File: config.mk
export PLATFORM = sky130hd
export DESIGN_NAME = ivt_channel
export DESIGN_NICKNAME = d
export VERILOG_FILES = /design/src/rtl/ivt_pkg.sv /design/src/rtl/ivt_cfg_regs.sv /design/src/rtl/ivt_counter.sv /design/src/rtl/ivt_flag.sv /design/src/rtl/ivt_channel.sv
export SDC_FILE = /design/constraint.sdc
export NUM_CORES = 1
export LEC_CHECK = 0
export ABC_CLOCK_PERIOD_IN_PS = 3100
export BUFFER_PORTS_ARGS = -buffer_cell sky130_fd_sc_hd__clkbuf_2
export CAP_MARGIN = 40
export CELL_PAD_IN_SITES_DETAIL_PLACEMENT = 1
export CELL_PAD_IN_SITES_GLOBAL_PLACEMENT = 2
export CORE_MARGIN = 4
export CORE_UTILIZATION = 34
export CTS_CLUSTER_SIZE = 8
export DETAILED_ROUTE_END_ITERATION = 8
export PLACE_DENSITY_LB_ADDON = 0.12
export SKIP_LAST_GASP = 1
export SLEW_MARGIN = 40
export SYNTH_ARGS = -nofsm -noshare
export SYNTH_HDL_FRONTEND = slang
export SYNTH_SLANG_ARGS = --single-unit
File: constraint.sdc
create_clock -name clk -period 3.1 [get_ports clk]
set_input_delay 0.93 -clock clk [delete_from_list [all_inputs] [get_ports clk]]
set_output_delay 0.93 -clock clk [all_outputs]
set_load 0.02 [all_outputs]
File: src/rtl/ivt_pkg.sv
package ivt_pkg;

  typedef enum logic [1:0] {
    MODE_REPEAT  = 2'd0,
    MODE_ONESHOT = 2'd1,
    MODE_STALL   = 2'd2,
    MODE_REP_ALT = 2'd3
  } ivt_mode_e;

  // Repeat behaviour for codes 0 and 3
  function automatic logic mode_reloads(ivt_mode_e m);
    return (m == MODE_REPEAT) || (m == MODE_REP_ALT);
  endfunction

  // Every mode except stall raises the pending flag
  function automatic logic mode_flags(ivt_mode_e m);
    return m != MODE_STALL;
  endfunction

endpackage

File: src/rtl/ivt_cfg_regs.sv
module ivt_cfg_regs
  import ivt_pkg::*;
#(
  parameter int CNT_W = 31
) (
  input  logic             clk,
  input  logic             rst_n,
  input  logic             ival_we,
  input  logic [CNT_W-1:0] ival_wdata,
  input  logic             ctrl_we,
  input  logic             ctrl_ie,
  input  logic [1:0]       ctrl_mode,
  output logic [CNT_W-1:0] ival_q,
  output logic             ie_q,
  output ivt_mode_e        mode_q
);

  always_ff @(posedge clk or negedge rst_n) begin
    if (!rst_n) begin
      ival_q <= '0;
      ie_q   <= 1'b0;
      mode_q <= MODE_REPEAT;
    end else begin
      if (ival_we) ival_q <= ival_wdata;
      if (ctrl_we) begin
        ie_q   <= ctrl_ie;
        mode_q <= ivt_mode_e'(ctrl_mode);
      end
    end
  end

endmodule

File: src/rtl/ivt_counter.sv
module ivt_counter #(
  parameter int CNT_W = 31
) (
  input  logic             clk,
  input  logic             rst_n,
  input  logic             ival_we,
  input  logic [CNT_W-1:0] ival_wdata,
  input  logic             ival_force,
  input  logic [CNT_W-1:0] ival_q,
  input  logic             reload_mode,
  output logic             run_q,
  output logic [CNT_W-1:0] cnt_q,
  output logic             expire
);

  function automatic logic [CNT_W-1:0] load_of(logic [CNT_W-1:0] n);
    return n - 1'b1;
  endfunction

  logic             wr_nonzero;
  logic [CNT_W-1:0] reload_src;
  logic             run_d;
  logic [CNT_W-1:0] cnt_d;

  assign wr_nonzero = (ival_wdata != '0);
  assign expire     = run_q && (cnt_q == '0);
  // An unforced write in the wrap cycle is the value taken by the reload
  assign reload_src = ival_we ? ival_wdata : ival_q;

  always_comb begin
    run_d = run_q;
    cnt_d = cnt_q;
    if (run_q) begin
      if (cnt_q != '0) begin
        cnt_d = cnt_q - 1'b1;
      end else if (reload_mode && (reload_src != '0)) begin
        cnt_d = load_of(reload_src);
      end else begin
        run_d = 1'b0;
        cnt_d = '0;
      end
    end
    if (ival_we) begin
      if (!run_q || ival_force) begin
        if (wr_nonzero) begin
          run_d = 1'b1;
          cnt_d = load_of(ival_wdata);
        end else if (run_q) begin
          run_d = 1'b0;
          cnt_d = '0;
        end
      end
    end
  end

  always_ff @(posedge clk or negedge rst_n) begin
    if (!rst_n) begin
      run_q <= 1'b0;
      cnt_q <= '0;
    end else begin
      run_q <= run_d;
      cnt_q <= cnt_d;
    end
  end

  a_r2_idle_start: assert property (@(posedge clk) disable iff (!rst_n)
    (ival_we && !run_q && ival_wdata != '0) |=>
      (run_q && cnt_q == $past(ival_wdata) - 1'b1));

  a_r3_force_zero_stop: assert property (@(posedge clk) disable iff (!rst_n)
    (ival_we && ival_force && ival_wdata == '0) |=> !run_q);

  a_r1_count_down: assert property (@(posedge clk) disable iff (!rst_n)
    (run_q && cnt_q != '0 && !(ival_we && ival_force)) |=>
      (run_q && cnt_q == $past(cnt_q) - 1'b1));

  a_r6_oneshot_idle: assert property (@(posedge clk) disable iff (!rst_n)
    (expire && !reload_mode && !(ival_we && ival_force && ival_wdata != '0))
      |=> !run_q);

endmodule

File: src/rtl/ivt_flag.sv
module ivt_flag (
  input  logic clk,
  input  logic rst_n,
  input  logic expire,
  input  logic set_ok,
  input  logic stat_we,
  input  logic stat_clr,
  output logic flag_q
);

  logic set_ev;
  logic clr_ev;

  assign set_ev = expire && set_ok;
  assign clr_ev = stat_we && stat_clr;

  always_ff @(posedge clk or negedge rst_n) begin
    if (!rst_n)      flag_q <= 1'b0;
    else if (set_ev) flag_q <= 1'b1;
    else if (clr_ev) flag_q <= 1'b0;
  end

  a_r7_sticky: assert property (@(posedge clk) disable iff (!rst_n)
    (flag_q && !clr_ev) |=> flag_q);

  a_r7_set_wins: assert property (@(posedge clk) disable iff (!rst_n)
    set_ev |=> flag_q);

  a_r10_no_flag: assert property (@(posedge clk) disable iff (!rst_n)
    (!flag_q && !set_ok) |=> !flag_q);

endmodule

File: src/rtl/ivt_channel.sv
module ivt_channel
  import ivt_pkg::*;
#(
  parameter int CNT_W = 31
) (
  input  logic             clk,
  input  logic             rst_n,
  input  logic             ival_we,
  input  logic [CNT_W-1:0] ival_wdata,
  input  logic             ival_force,
  output logic [CNT_W:0]   ival_rd,
  input  logic             ctrl_we,
  input  logic             ctrl_ie,
  input  logic [1:0]       ctrl_mode,
  input  logic             stat_we,
  input  logic             stat_clr,
  output logic [CNT_W-1:0] cnt_rd,
  output logic             pending,
  output logic             running,
  output logic             irq,
  output logic             stall
);

  localparam logic [CNT_W-1:0] IDLE_READ = {CNT_W{1'b1}};

  logic [CNT_W-1:0] ival_q;
  logic             ie_q;
  ivt_mode_e        mode_q;
  logic             run_q;
  logic [CNT_W-1:0] cnt_q;
  logic             expire;
  logic             flag_q;

  ivt_cfg_regs #(.CNT_W(CNT_W)) u_cfg (
    .clk(clk), .rst_n(rst_n),
    .ival_we(ival_we), .ival_wdata(ival_wdata),
    .ctrl_we(ctrl_we), .ctrl_ie(ctrl_ie), .ctrl_mode(ctrl_mode),
    .ival_q(ival_q), .ie_q(ie_q), .mode_q(mode_q)
  );

  ivt_counter #(.CNT_W(CNT_W)) u_cnt (
    .clk(clk), .rst_n(rst_n),
    .ival_we(ival_we), .ival_wdata(ival_wdata), .ival_force(ival_force),
    .ival_q(ival_q), .reload_mode(mode_reloads(mode_q)),
    .run_q(run_q), .cnt_q(cnt_q), .expire(expire)
  );

  ivt_flag u_flag (
    .clk(clk), .rst_n(rst_n),
    .expire(expire), .set_ok(mode_flags(mode_q)),
    .stat_we(stat_we), .stat_clr(stat_clr),
    .flag_q(flag_q)
  );

  assign ival_rd = {1'b0, ival_q};
  assign cnt_rd  = run_q ? cnt_q : IDLE_READ;
  assign pending = flag_q;
  assign running = run_q;
  assign irq     = flag_q && ie_q;
  assign stall   = run_q && (mode_q == MODE_STALL);

  a_r9_idle_read: assert property (@(posedge clk) disable iff (!rst_n)
    !running |-> (cnt_rd == IDLE_READ));

  a_r5_force_bit_zero: assert property (@(posedge clk) disable iff (!rst_n)
    ival_rd[CNT_W] == 1'b0);

  a_r10_stall_running: assert property (@(posedge clk) disable iff (!rst_n)
    stall |-> running);

endmodule

* Yosys cells after proc, flatten, opt, wreduce, memory -nomap -nowiden
Index checks and enable logic that the tools add are counted.
** Word-level totals
- Bits in registers :: 67
- Output and inout port bits :: 67
- Word-level logic and storage cells :: 45
** Operators by class
- Add/subtract/negate cells :: 3
- Equality and inequality tests :: 3
- Mux-type cells :: 18
- Reductions and logical operators :: 15
** Operators with widths (number)
- $mux W31 :: 9
- $reduce_bool A31 Y1 :: 3
- $sub A31 B1 Y31 const B :: 3
- $logic_not A31 Y1 :: 1
- $mux W1 :: 9
- $logic_and A1 B1 Y1 :: 6
- $eq A2 B2 Y1 const B :: 2
- $logic_not A2 Y1 :: 1
- $logic_or A1 B1 Y1 :: 2
- $ne A2 B2 Y1 const B :: 1
- $reduce_bool A2 Y1 :: 1
- $logic_not A1 Y1 :: 1

* Logic depth before layout (Yosys ltp)
Gate-level depths: netlist of the first run.
- Depth after elaboration :: 10
- Mapped depth :: 12

* By module
From an unflattened synthesis of the first run, not the netlist that was laid out.
** Unflattened totals
- Cell total of the unflattened synthesis :: 702
- Area, all modules :: 5890.6 um^2
** By module, submodules not included
- ivt_counter :: times used 1, cells each 587, area an instance 4327.9 um^2, sequential area each 800.8 um^2
- ivt_cfg_regs :: times used 1, cells each 71, area an instance 1267.5 um^2, sequential area each 850.8 um^2
- ivt_channel :: times used 1, cells each 41, area an instance 257.7 um^2, sequential area each 0.0 um^2
- ivt_flag :: times used 1, cells each 3, area an instance 37.5 um^2, sequential area each 25.0 um^2

* Least setup slack after synthesis of the first run
Ideal clock, no wire load.
- Path kind :: input port to flip-flop
- From :: input port ival_we
- To :: register u_cnt.cnt_q[28]
- Setup time :: 0.087 ns
- Arrival time :: 3.737 ns
- Path slack :: -0.724 ns
- Stages on the path :: 12
- Cell sequence :: buf_2 buf_4 buf_2 buf_2 buf_2 mux2i_1 ha_1 o21ai_1 a2111oi_2 a31oi_1 nand4b_1 a22oi_1
** Between the ends
- Cells in the longest elaborated chain, start to end :: 10
- Elaborated cells between the ends (all ways) :: 11
- Classes of those cells :: add/sub (1); mux (8); reduce/logical (2)
** Ends and longest elaborated chain
- from (decl) :: RTL line ivt_channel.sv:8 : input logic ival_we,
- branches (longest 9 deep; another with $sub A31 B1 Y31)
- $mux W31 (*) :: RTL line ivt_counter.sv:43 : if (ival_we) begin
- via u_cnt.cnt_d[28] :: RTL line ivt_counter.sv:23 : logic [CNT_W-1:0] cnt_d;
- to (signal assigned) :: RTL line ivt_counter.sv:62 : cnt_q <= cnt_d;
- to (decl) :: RTL line ivt_counter.sv:12 : output logic [CNT_W-1:0] cnt_q,
Mark *: on every way through the listed nets, which the timed path passes.
A chain may end at the register's enable or synchronous reset.

* Worst setup path after layout of the first run
- From :: register u_cnt.cnt_q[5]
- To :: register u_cnt.cnt_q[18]
** Between the ends
- Cells in the longest elaborated chain, start to end :: 7
- Elaborated cells between the ends (all ways) :: 8
- Classes of those cells :: add/sub (1); mux (6); reduce/logical (1)
** Ends and longest elaborated chain
- $sub A31 B1 Y31 / $reduce_bool A31 Y1 (equally long branches) :: RTL line ivt_counter.sv:35, ivt_counter.sv:34
- $mux W31 (*) :: RTL line ivt_counter.sv:34 : if (cnt_q != '0) begin
- $mux W31 (*) :: RTL line ivt_counter.sv:33 : if (run_q) begin
- $mux W31 :: RTL line ivt_counter.sv:48 : end else if (run_q) begin
- $mux W31 :: RTL line ivt_counter.sv:45 : if (wr_nonzero) begin
- $mux W31 :: RTL line ivt_counter.sv:44 : if (!run_q || ival_force) begin
- $mux W31 (*) :: RTL line ivt_counter.sv:43
- via u_cnt.cnt_d[18] :: RTL line ivt_counter.sv:23
Mark *: on every way through the listed nets, which the timed path passes. The rest lies on a longest branch.

==> impl_metrics.yaml, run 1 <==
timing:
  fmax_ghz: 0.347
  period_minus_slack_ns: 2.88
  min_period_over_period_pct: 93.0
  skew_ns: 0.00757
  hold_violations: 0
  setup_viol_count_final: 0
  worst_pin_slew_ns: 0.608
  max_slew_margin_pct: 59.3
  rsz0062_at_grt: "false"
  layout_setup_ws_ns: 0.216
  final_max_slew_viol_count: 0
logic_synthesis:
  synth_mux_area_share_pct: 6.35
  synth_commonest_cells: "dfrtp_1, nor2_1, nor3_1"
  async_flop_share_pct: 100
  synth_largest_area_cell: "dfrtp_1"
  synth-xor-area-share_pct: 8.99
  synth_nets: 710
  synth-edff-count: 0
  synth_compound_area_share_pct: 19.4
  synthAdderAreaFrac_pct: 1.55
  synth_top_family_by_area: "simple AND/OR/NAND/NOR gates"
  ys_warn_count: 0
  ys_types: 73
  yosys.area_share.simple_pct: 29.6
  avgSynthCellArea_um2: 8.54
  synth_most_common_cell: "dfrtp_1"
  ys.flop_type: "dfrtp_1"
  synth_area_leaders: "dfrtp_1, xor2_1, mux2_2"
  syn_area_um2: 5650
  synth_top_area_share_pct: 29.7
  ys_seq_elements: 67
  ys_seq_area_share_pct: 29.7
  synthCells: 662
global_route:
  first_global_vias: 6196
  track_usage_pct: 25.5
  grt_max_degree: 37
  grt_pass1_wl_mm: 36.6
  antenna_found_initial: 0
  grt-ovfl-total: 0
cells_and_area:
  layout-drive-gt1-share_pct: 31.2
  nNetsFinal: 865
  area_growth_syn_to_layout_pct: 28.4
  fill_cells: 1925
  diodes: 0
  fin_util_pct: 45.2
  seqCellArea_um2: 1680
  multi_input_area_um2: 3830
clock_tree:
  cts.repair.resized: 0
  numCtsBuffers: 9
  clkLatencyLatePin_ns: 0.34
  clk_path_buf_depth: 2
  cts_sinks: 67
  clk_pin_slew_ns: 0.06
  cts_root_buf: "clkbuf_16"
  htreeDepth: 3
  postCtsHoldBufs: 0
  cts_setup_buffers: 0
  cts_tree: "done"
setup_path:
  cp_data_arrival_time_ns: 3.08
  cp_slowest_cell: "or4_1"
  cp_max_fo: 6
  worstPathCellList: "or4_1, nor4_2, nor4b_4, buf_4, o21ai_1, a221oi_1, a2bb2oi_1"
  cpPeakStageDelay_ns: 0.56
  cp-start-kind: "flop"
  cp-end-kind: "flop"
  path_class: "reg -> reg"
  required_ns: 3.29
route:
  wl_per_cell_um: 22.6
  vias_per_cell: 5.81
  first_iter_violations: 344
  routed_wl_mm: 23.5
  vias: 6014
  drc_errors: 0
  drtAntennaViolNets: 0
  firstDrtPassIters: 4
place:
  dp_hpwl_mm: 18.8
  io_buffers: 106
  place_congestion: 0.917
  pre_cts_slack_ns: -0.123
power_and_ir_drop:
  power.leakage_nw: 2.97
  power.density_nw_per_um2: 526
  ir_drop_uv: 263
  p_int_w: 0.00226
  swShare_pct: 40.8
  combPwrFrac_pct: 40.1
  p_sw_w: 0.00156
  pwr-share-seq_pct: 33.0
  clockPowerShare_pct: 26.9
run:
  maxCapViolCount: 0
floorplanning:
  die-area_um2: 18700
  pin_count: 108
  initial_core_util_pct: 35.2
  fp.dieW_um: 137
  coreArea_um2: 16100
  rows: 46
  die_h_um: 137
min_path:
  worstHoldPathType: "reg -> reg"
run_status:
  status: "finished, final reports clean"
## path summary, 6_finish.rpt
kind	startpoint	to	cells past startpoint	slack (ns)
min in group asynchronous	rst_n	u_cfg.ival_q[5]	2	0.62
max in group asynchronous	rst_n	u_cnt.cnt_q[28]	2	2.04
hold / removal	u_cfg.ie_q	u_cfg.ie_q	1	0.50
setup reg to reg	u_cnt.cnt_q[5]	u_cnt.cnt_q[18]	7	0.22
hold reg to reg	u_cfg.ie_q	u_cfg.ie_q	1	0.50
setup / recovery	u_cnt.cnt_q[5]	u_cnt.cnt_q[18]	7	0.22
## layout by cell type, fill, tap and decap left out, types with 25 or more instances in the layout
| cell type | instances |
|---|---|
| nor3_1 | 38 |
| clkbuf_2 | 105 |
| nand3_1 | 32 |
| xor2_1 | 32 |
| xnor2_1 | 26 |
| a21oi_1 | 25 |
| dfrtp_1 | 67 |
| buf_4 | 71 |
| nand2_1 | 31 |
| nor4_1 | 25 |
| nor2_1 | 47 |
| nand2b_1 | 29 |
## critical path: cells and delay by family, from the launching register on
family / cells / cell delay [ns]
AOI/OAI and AO/OA: 3 / 0.69
buffers and inverters: 1 / 0.23
DFF: 1 / 0.44
and+or+nand+nor: 3 / 1.37
## layout make-up
class                   count  share of cell area (%)
clock inverters             3                   0.552
well taps                 216                    3.72
clock buffers              11                    3.34
repair buffers            180                    15.5
multi-input cells         538                    52.7
inverters                  21                    1.09
flip-flops and latches     67                    23.1
## metal layers
layer / up-vias / global-route usage, % / share of wire, %
met5: - / 0 / 0
met2: 171 / 39.0 / 45
li1: 2829 / - / -
met4: 0 / 7.26 / 1.9
met3: 30 / 3.49 / 4.7
met1: 2984 / 37.4 / 48
## state kept, by name (all words and copies together), names as in the netlist
signal / count
u_flag.flag_q: 1
u_cfg.mode_q: 2
u_cnt.run_q: 1
u_cfg.ie_q: 1
u_cfg.ival_q: 31
u_cnt.cnt_q: 31
## power groups by stage
stage / registers [W] / clock network, W / logic (W)
final: 0.00126 / 0.00103 / 0.00153
after floorplan: 0.00125 / 0 / 0.000906
after CTS: 0.00125 / 0.00104 / 0.00153
after global placement: 0.00125 / 0 / 0.00151
after global routing: 0.00129 / 0.00107 / 0.00167
after detailed placement: 0.00127 / 0 / 0.00152
## stage by stage
stage	TNS, ns	cells	hold WS [ns]	area (µm²)	total power [W]
5_1_grt	0	1036	0.534	7260	0.00403
6_report	0	1036	0.498	7260	0.00382
3_3_place_gp	-0.261	1022	0.488	6970	0.00276
4_1_cts	0	1036	0.506	7260	0.00383
3_5_place_dp	-0.813	1022	0.492	6970	0.00279
2_1_floorplan	-0.224	662	0.472	5770	0.00216
## kinds of logic after synthesis
family	after synthesis
AOI/OAI and AO/OA	152
xor gates and xnor gates	58
adders and majority gates	7
buffers and inverters	57
DFF	67
muxes	33
other	1
and+or+nand+nor	287
Power figures use the tool's default switching activity.
==> run 2, diff against run 1 <==
==> constraint.sdc (replaced) <==
create_clock -name clk -period 3.1 [get_ports clk]
set_input_delay 0.93 -clock clk [delete_from_list [all_inputs] [get_ports clk]]
set_output_delay 0.93 -clock clk [all_outputs]
set_load 0.05 [all_outputs]
==> impl_metrics.yaml, run 2 (synthesis gave the netlist of run 1 again) <==
route:
  first_iter_violations: 387
  drtAntennaViolNets: 0
  wl_per_cell_um: 22.4
  vias_per_cell: 5.81
  drc_errors: 0
  routed_wl_mm: 23.4
  firstDrtPassIters: 4
  vias: 6057
cells_and_area:
  diodes: 0
  reg_top3: "u_cfg.ival_q x31, u_cnt.cnt_q x31, u_cfg.mode_q x2"
  fill_cells: 1935
  mostFrequentLayoutCell: "clkbuf_2"
  layout_common_cells: "clkbuf_2, buf_4, dfrtp_1, nor2_1, nor3_1"
  seqCellArea_um2: 1680
  multi_input_area_um2: 3830
  nNetsFinal: 870
  fin_util_pct: 45.8
  area_growth_syn_to_layout_pct: 30.2
  layout-drive-gt1-share_pct: 31.9
setup_path:
  r2r-end: "u_cnt.cnt_q[23]"
  cp-start-kind: "primary input"
  endpoint: "u_cnt.cnt_q[23]"
  reg2reg_slack_ns: 0.21
  cp_data_arrival_time_ns: 3.21
  required_ns: 3.37
  cp-end-kind: "flop"
  path_class: "in -> reg"
  reg2reg_depth: 6
  critPathLaunch: "ival_we"
  worstReg2RegStart: "u_cnt.cnt_q[16]"
  cp_max_fo: 44
timing:
  skew_ns: 0.00605
  period_minus_slack_ns: 2.94
  hold_violations: 0
  fmax_ghz: 0.341
  rsz0062_at_grt: "false"
  final_max_slew_viol_count: 0
  max_slew_margin_pct: 58.5
  min_period_over_period_pct: 94.7
  setup_viol_count_final: 0
  worst_pin_slew_ns: 0.618
  fin_setup_tns_ns: 0
power_and_ir_drop:
  power.leakage_nw: 3.02
  p_int_w: 0.00236
  total_power_w: 0.00426
  combPwrFrac_pct: 43.3
  clockPowerShare_pct: 27.0
  pwr-share-seq_pct: 29.7
  power.density_nw_per_um2: 579
  swShare_pct: 44.5
  ir_drop_uv: 263
  p_sw_w: 0.00190
global_route:
  track_usage_pct: 25.2
  first_global_vias: 6229
  antenna_found_initial: 0
  grt_max_degree: 49
  grt-ovfl-total: 0
  grt_pass1_wl_mm: 36.5
floorplanning:
  rows: 46
  die_h_um: 137
  pin_count: 108
  coreArea_um2: 16100
  die-area_um2: 18700
  initial_core_util_pct: 35.2
  fp.dieW_um: 137
min_path:
  worstHoldPathType: "reg -> reg"
run_status:
  status: "finished, final reports clean"
clock_tree:
  cts_root_buf: "clkbuf_16"
  cts_tree: "done"
  clkLatencyLatePin_ns: 0.35
  numCtsBuffers: 9
  htreeDepth: 3
  cts.repair.resized: 0
  clk_path_buf_depth: 2
  postCtsHoldBufs: 0
  cts_setup_buffers: 0
  cts_sinks: 67
  clk_pin_slew_ns: 0.06
place:
  dp_hpwl_mm: 18.5
  io_buffers: 106
  place_congestion: 0.928
run:
  maxCapViolCount: 0
-- run 2: final cells by class --
cell class | instances | area share [%]
Multi-Input combinational cell | 538 | 52.0
Timing Repair Buffer | 185 | 16.0
Sequential cell | 67 | 22.8
Clock buffer | 11 | 3.44
Clock inverter | 5 | 1.02
Inverter | 21 | 1.07
Tap cell | 216 | 3.67
-- run 2: how the worst min path moves through the flow --
| stage | start | end | slack (ns) | cells past startpoint |
|---|---|---|---|---|
| 6_report | u_cfg.ie_q | u_cfg.ie_q | 0.51 | 1 |
| 3_3_place_gp | u_cfg.ie_q | u_cfg.ie_q | 0.49 | 1 |
| 2_1_floorplan | u_cfg.ie_q | u_cfg.ie_q | 0.47 | 1 |
| 5_1_grt | u_cfg.ie_q | u_cfg.ie_q | 0.54 | 1 |
| 3_5_place_dp | u_cfg.ie_q | u_cfg.ie_q | 0.50 | 1 |
| 4_1_cts | u_cfg.ie_q | u_cfg.ie_q | 0.52 | 1 |
-- run 2: power by group through the flow --
stage	Sequential [W]	Clock, W	Combinational [W]
3_3_place_gp	0.00126	0	0.00181
5_1_grt	0.00129	0.00122	0.00198
4_1_cts	0.00126	0.00117	0.00185
6_report	0.00127	0.00115	0.00184
3_5_place_dp	0.00128	0	0.00184
2_1_floorplan	0.00135	0	0.00114
-- run 2: layer usage --
metal | vias to the layer above | wire [µm] | track usage (%)
met5 | - | 0 | 0
met4 | 0 | 412 | 6.43
met3 | 28 | 963 | 3.82
met2 | 159 | 10600 | 39.3
met1 | 3030 | 11400 | 36.5
li1 | 2840 | - | -
-- run 2: critical path, stage by stage --
cell	delay (ns)
clkbuf_2	0.13
buf_12	0.19
nor4_2	0.43
buf_4	0.19
o2111ai_1	0.19
nor4_2	0.41
buf_4	0.20
a21o_1	0.11
nand3_1	0.20
a2bb2oi_1	0.21
-- run 2: stage by stage --
stage / area, µm² / instances / hold WS [ns] / worst slack (ns)
5_1_grt: 7360 / 1043 / 0.538 / 0.00184
6_report: 7360 / 1043 / 0.509 / 0.165
3_5_place_dp: 7020 / 1027 / 0.504 / -0.270
2_1_floorplan: 5760 / 662 / 0.472 / -0.0874
3_3_place_gp: 7020 / 1027 / 0.486 / -0.191
4_1_cts: 7350 / 1043 / 0.518 / 0.0754
==> run 3, diff against run 2 <==
--- a/config.mk
+++ b/config.mk
@@ -5,13 +5,13 @@
 export SDC_FILE = /design/constraint.sdc
 export NUM_CORES = 1
 export LEC_CHECK = 0
-export ABC_CLOCK_PERIOD_IN_PS = 3100
+export ABC_CLOCK_PERIOD_IN_PS = 3750
 export BUFFER_PORTS_ARGS = -buffer_cell sky130_fd_sc_hd__clkbuf_2
 export CAP_MARGIN = 40
 export CELL_PAD_IN_SITES_DETAIL_PLACEMENT = 1
 export CELL_PAD_IN_SITES_GLOBAL_PLACEMENT = 2
 export CORE_MARGIN = 4
-export CORE_UTILIZATION = 34
+export CORE_UTILIZATION = 36
 export CTS_CLUSTER_SIZE = 8
 export DETAILED_ROUTE_END_ITERATION = 8
 export PLACE_DENSITY_LB_ADDON = 0.12
==> constraint.sdc (replaced) <==
create_clock -name clk -period 3.75 [get_ports clk]
set_input_delay 1.125 -clock clk [delete_from_list [all_inputs] [get_ports clk]]
set_output_delay 1.125 -clock clk [all_outputs]
set_load 0.05 [all_outputs]
==> impl_metrics.yaml, run 3 (synthesis gave the netlist of run 1 again) <==
clock_tree:
  clk_path_buf_depth: 2
  cts.repair.resized: 0
  cts_tree: "done"
  cts_sinks: 67
  clk_pin_slew_ns: 0.06
  htreeDepth: 3
  cts_root_buf: "clkbuf_16"
  numCtsBuffers: 9
  clkLatencyLatePin_ns: 0.35
  cts_setup_buffers: 0
  postCtsHoldBufs: 0
route:
  first_iter_violations: 430
  routed_wl_mm: 22.7
  firstDrtPassIters: 5
  vias_per_cell: 5.93
  drc_errors: 0
  drtAntennaViolNets: 0
  wl_per_cell_um: 22.9
  vias: 5887
timing:
  rsz0062_at_grt: "false"
  hold_violations: 0
  fin_setup_tns_ns: 0
  skew_ns: 0.00803
  worst_pin_slew_ns: 0.756
  period_minus_slack_ns: 3.29
  setup_viol_count_final: 0
  final_max_slew_viol_count: 0
  fmax_ghz: 0.304
  max_slew_margin_pct: 49.3
  min_period_over_period_pct: 87.7
place:
  dp_cells: 977
  io_buffers: 106
  dp_hpwl_mm: 17.9
  place_congestion: 0.897
min_path:
  holdPathEnd: "u_cfg.ie_q"
  worstHoldPathType: "reg -> reg"
  holdPathStages: 1
  hp-start: "u_cfg.ie_q"
floorplanning:
  pin_count: 108
  die-area_um2: 17800
  rows: 45
  die_h_um: 133
  initial_core_util_pct: 36.9
  coreArea_um2: 15300
  fp.dieW_um: 133
setup_path:
  cp_max_fo: 10
  cp_data_arrival_time_ns: 3.56
  worstReg2RegStart: "u_cnt.cnt_q[2]"
  cp-end-kind: "flop"
  path_class: "in -> reg"
  cp-start-kind: "primary input"
  required_ns: 4.02
  cpPeakStageDelay_ns: 0.48
  r2r-end: "u_cnt.cnt_q[11]"
  reg2reg_slack_ns: 0.50
  worstPathCellList: "clkbuf_2, nor4_2, nand4b_1, buf_4, nor3_1, or4b_1, and3_1, a21oi_1"
  cp_slowest_cell: "or4b_1"
  reg2reg_depth: 7
cells_and_area:
  fin_cells: 993
  fill_cells: 1858
  layout-drive-gt1-share_pct: 27.4
  diodes: 0
  mostFrequentLayoutCell: "clkbuf_2"
  layout_common_cells: "clkbuf_2, dfrtp_1, nor2_1, nor3_1"
  area_growth_syn_to_layout_pct: 23.0
  reg_top3: "u_cfg.ival_q x31, u_cnt.cnt_q x31, u_cfg.mode_q x2"
  nNetsFinal: 825
  multi_input_area_um2: 3780
  seqCellArea_um2: 1680
global_route:
  grt_pass1_wl_mm: 35.8
  track_usage_pct: 25.4
  antenna_found_initial: 0
  grt_max_degree: 44
  first_global_vias: 5946
  grt-ovfl-total: 0
power_and_ir_drop:
  power.density_nw_per_um2: 498
  power.leakage_nw: 2.78
  ir_drop_uv: 228
run:
  maxCapViolCount: 0
run_status:
  status: "finished, final reports clean"
-- run 3: cell count changes in the layout (fill, tap and decap cells not counted), sizes merged --
cell	delta
clkbuf	-1
clkinvlp	+1
inv	+1
buf	-46
-- run 3: through the flow --
step / util, % / hold WS [ns] / area (µm²) / total power [W] / setup WS [ns]
floorplan: - / 0.472 / 5690 / 0.00205 / 0.0323
global placement: 43.3 / 0.486 / 6630 / 0.00249 / 0.0984
detailed placement: 43.3 / 0.505 / 6630 / 0.00251 / 0.108
CTS: 45.4 / 0.518 / 6950 / 0.00346 / 0.466
global route: 45.4 / 0.543 / 6950 / 0.00364 / 0.325
finish: 45.4 / 0.512 / 6950 / 0.00346 / 0.462
-- run 3: worst max path at each step --
stage,from,end,slack (ns),cells past startpoint
finish,ival_wdata[9],u_cnt.cnt_q[30],0.46,8
global route,ival_we,u_cnt.cnt_q[27],0.32,10
CTS,ival_we,u_cnt.cnt_q[27],0.47,10
detailed placement,ival_we,u_cnt.cnt_q[27],0.11,10
global placement,ival_we,u_cnt.cnt_q[27],0.1,10
floorplan,ival_we,u_cnt.cnt_q[12],0.03,12
-- run 3: area by class of cell --
cell class	count	area share [%]
timing repair buffer	140	12.1
clock buffer	9	3.24
sequential	67	24.1
multi-input combinational	538	54.3
tap	211	3.80
inverter	21	1.13
clock inverter	7	1.31
-- run 3: metal layers --
layer  vias to the layer above  share of wire (%)  global-route usage (%)
li1                       2739                  -                       -
met3                        27                6.1                    4.80
met4                         0                2.0                    7.49
met5                         -                  0                       0
met1                      2896                 49                    37.9
met2                       225                 43                    37.4
-- run 3: critical path, delay by kind of cell --
family                 cells  cell delay, ns
AO/OA/AOI/OAI              1            0.13
buffers and inverters      2            0.50
AND/OR/NAND/NOR            5            1.80
-- run 3: power breakdown --
part,switching (W),internal (W)
clock,0.000367,0.000581
combinational,0.00100,0.000451
sequential,0.000213,0.000849
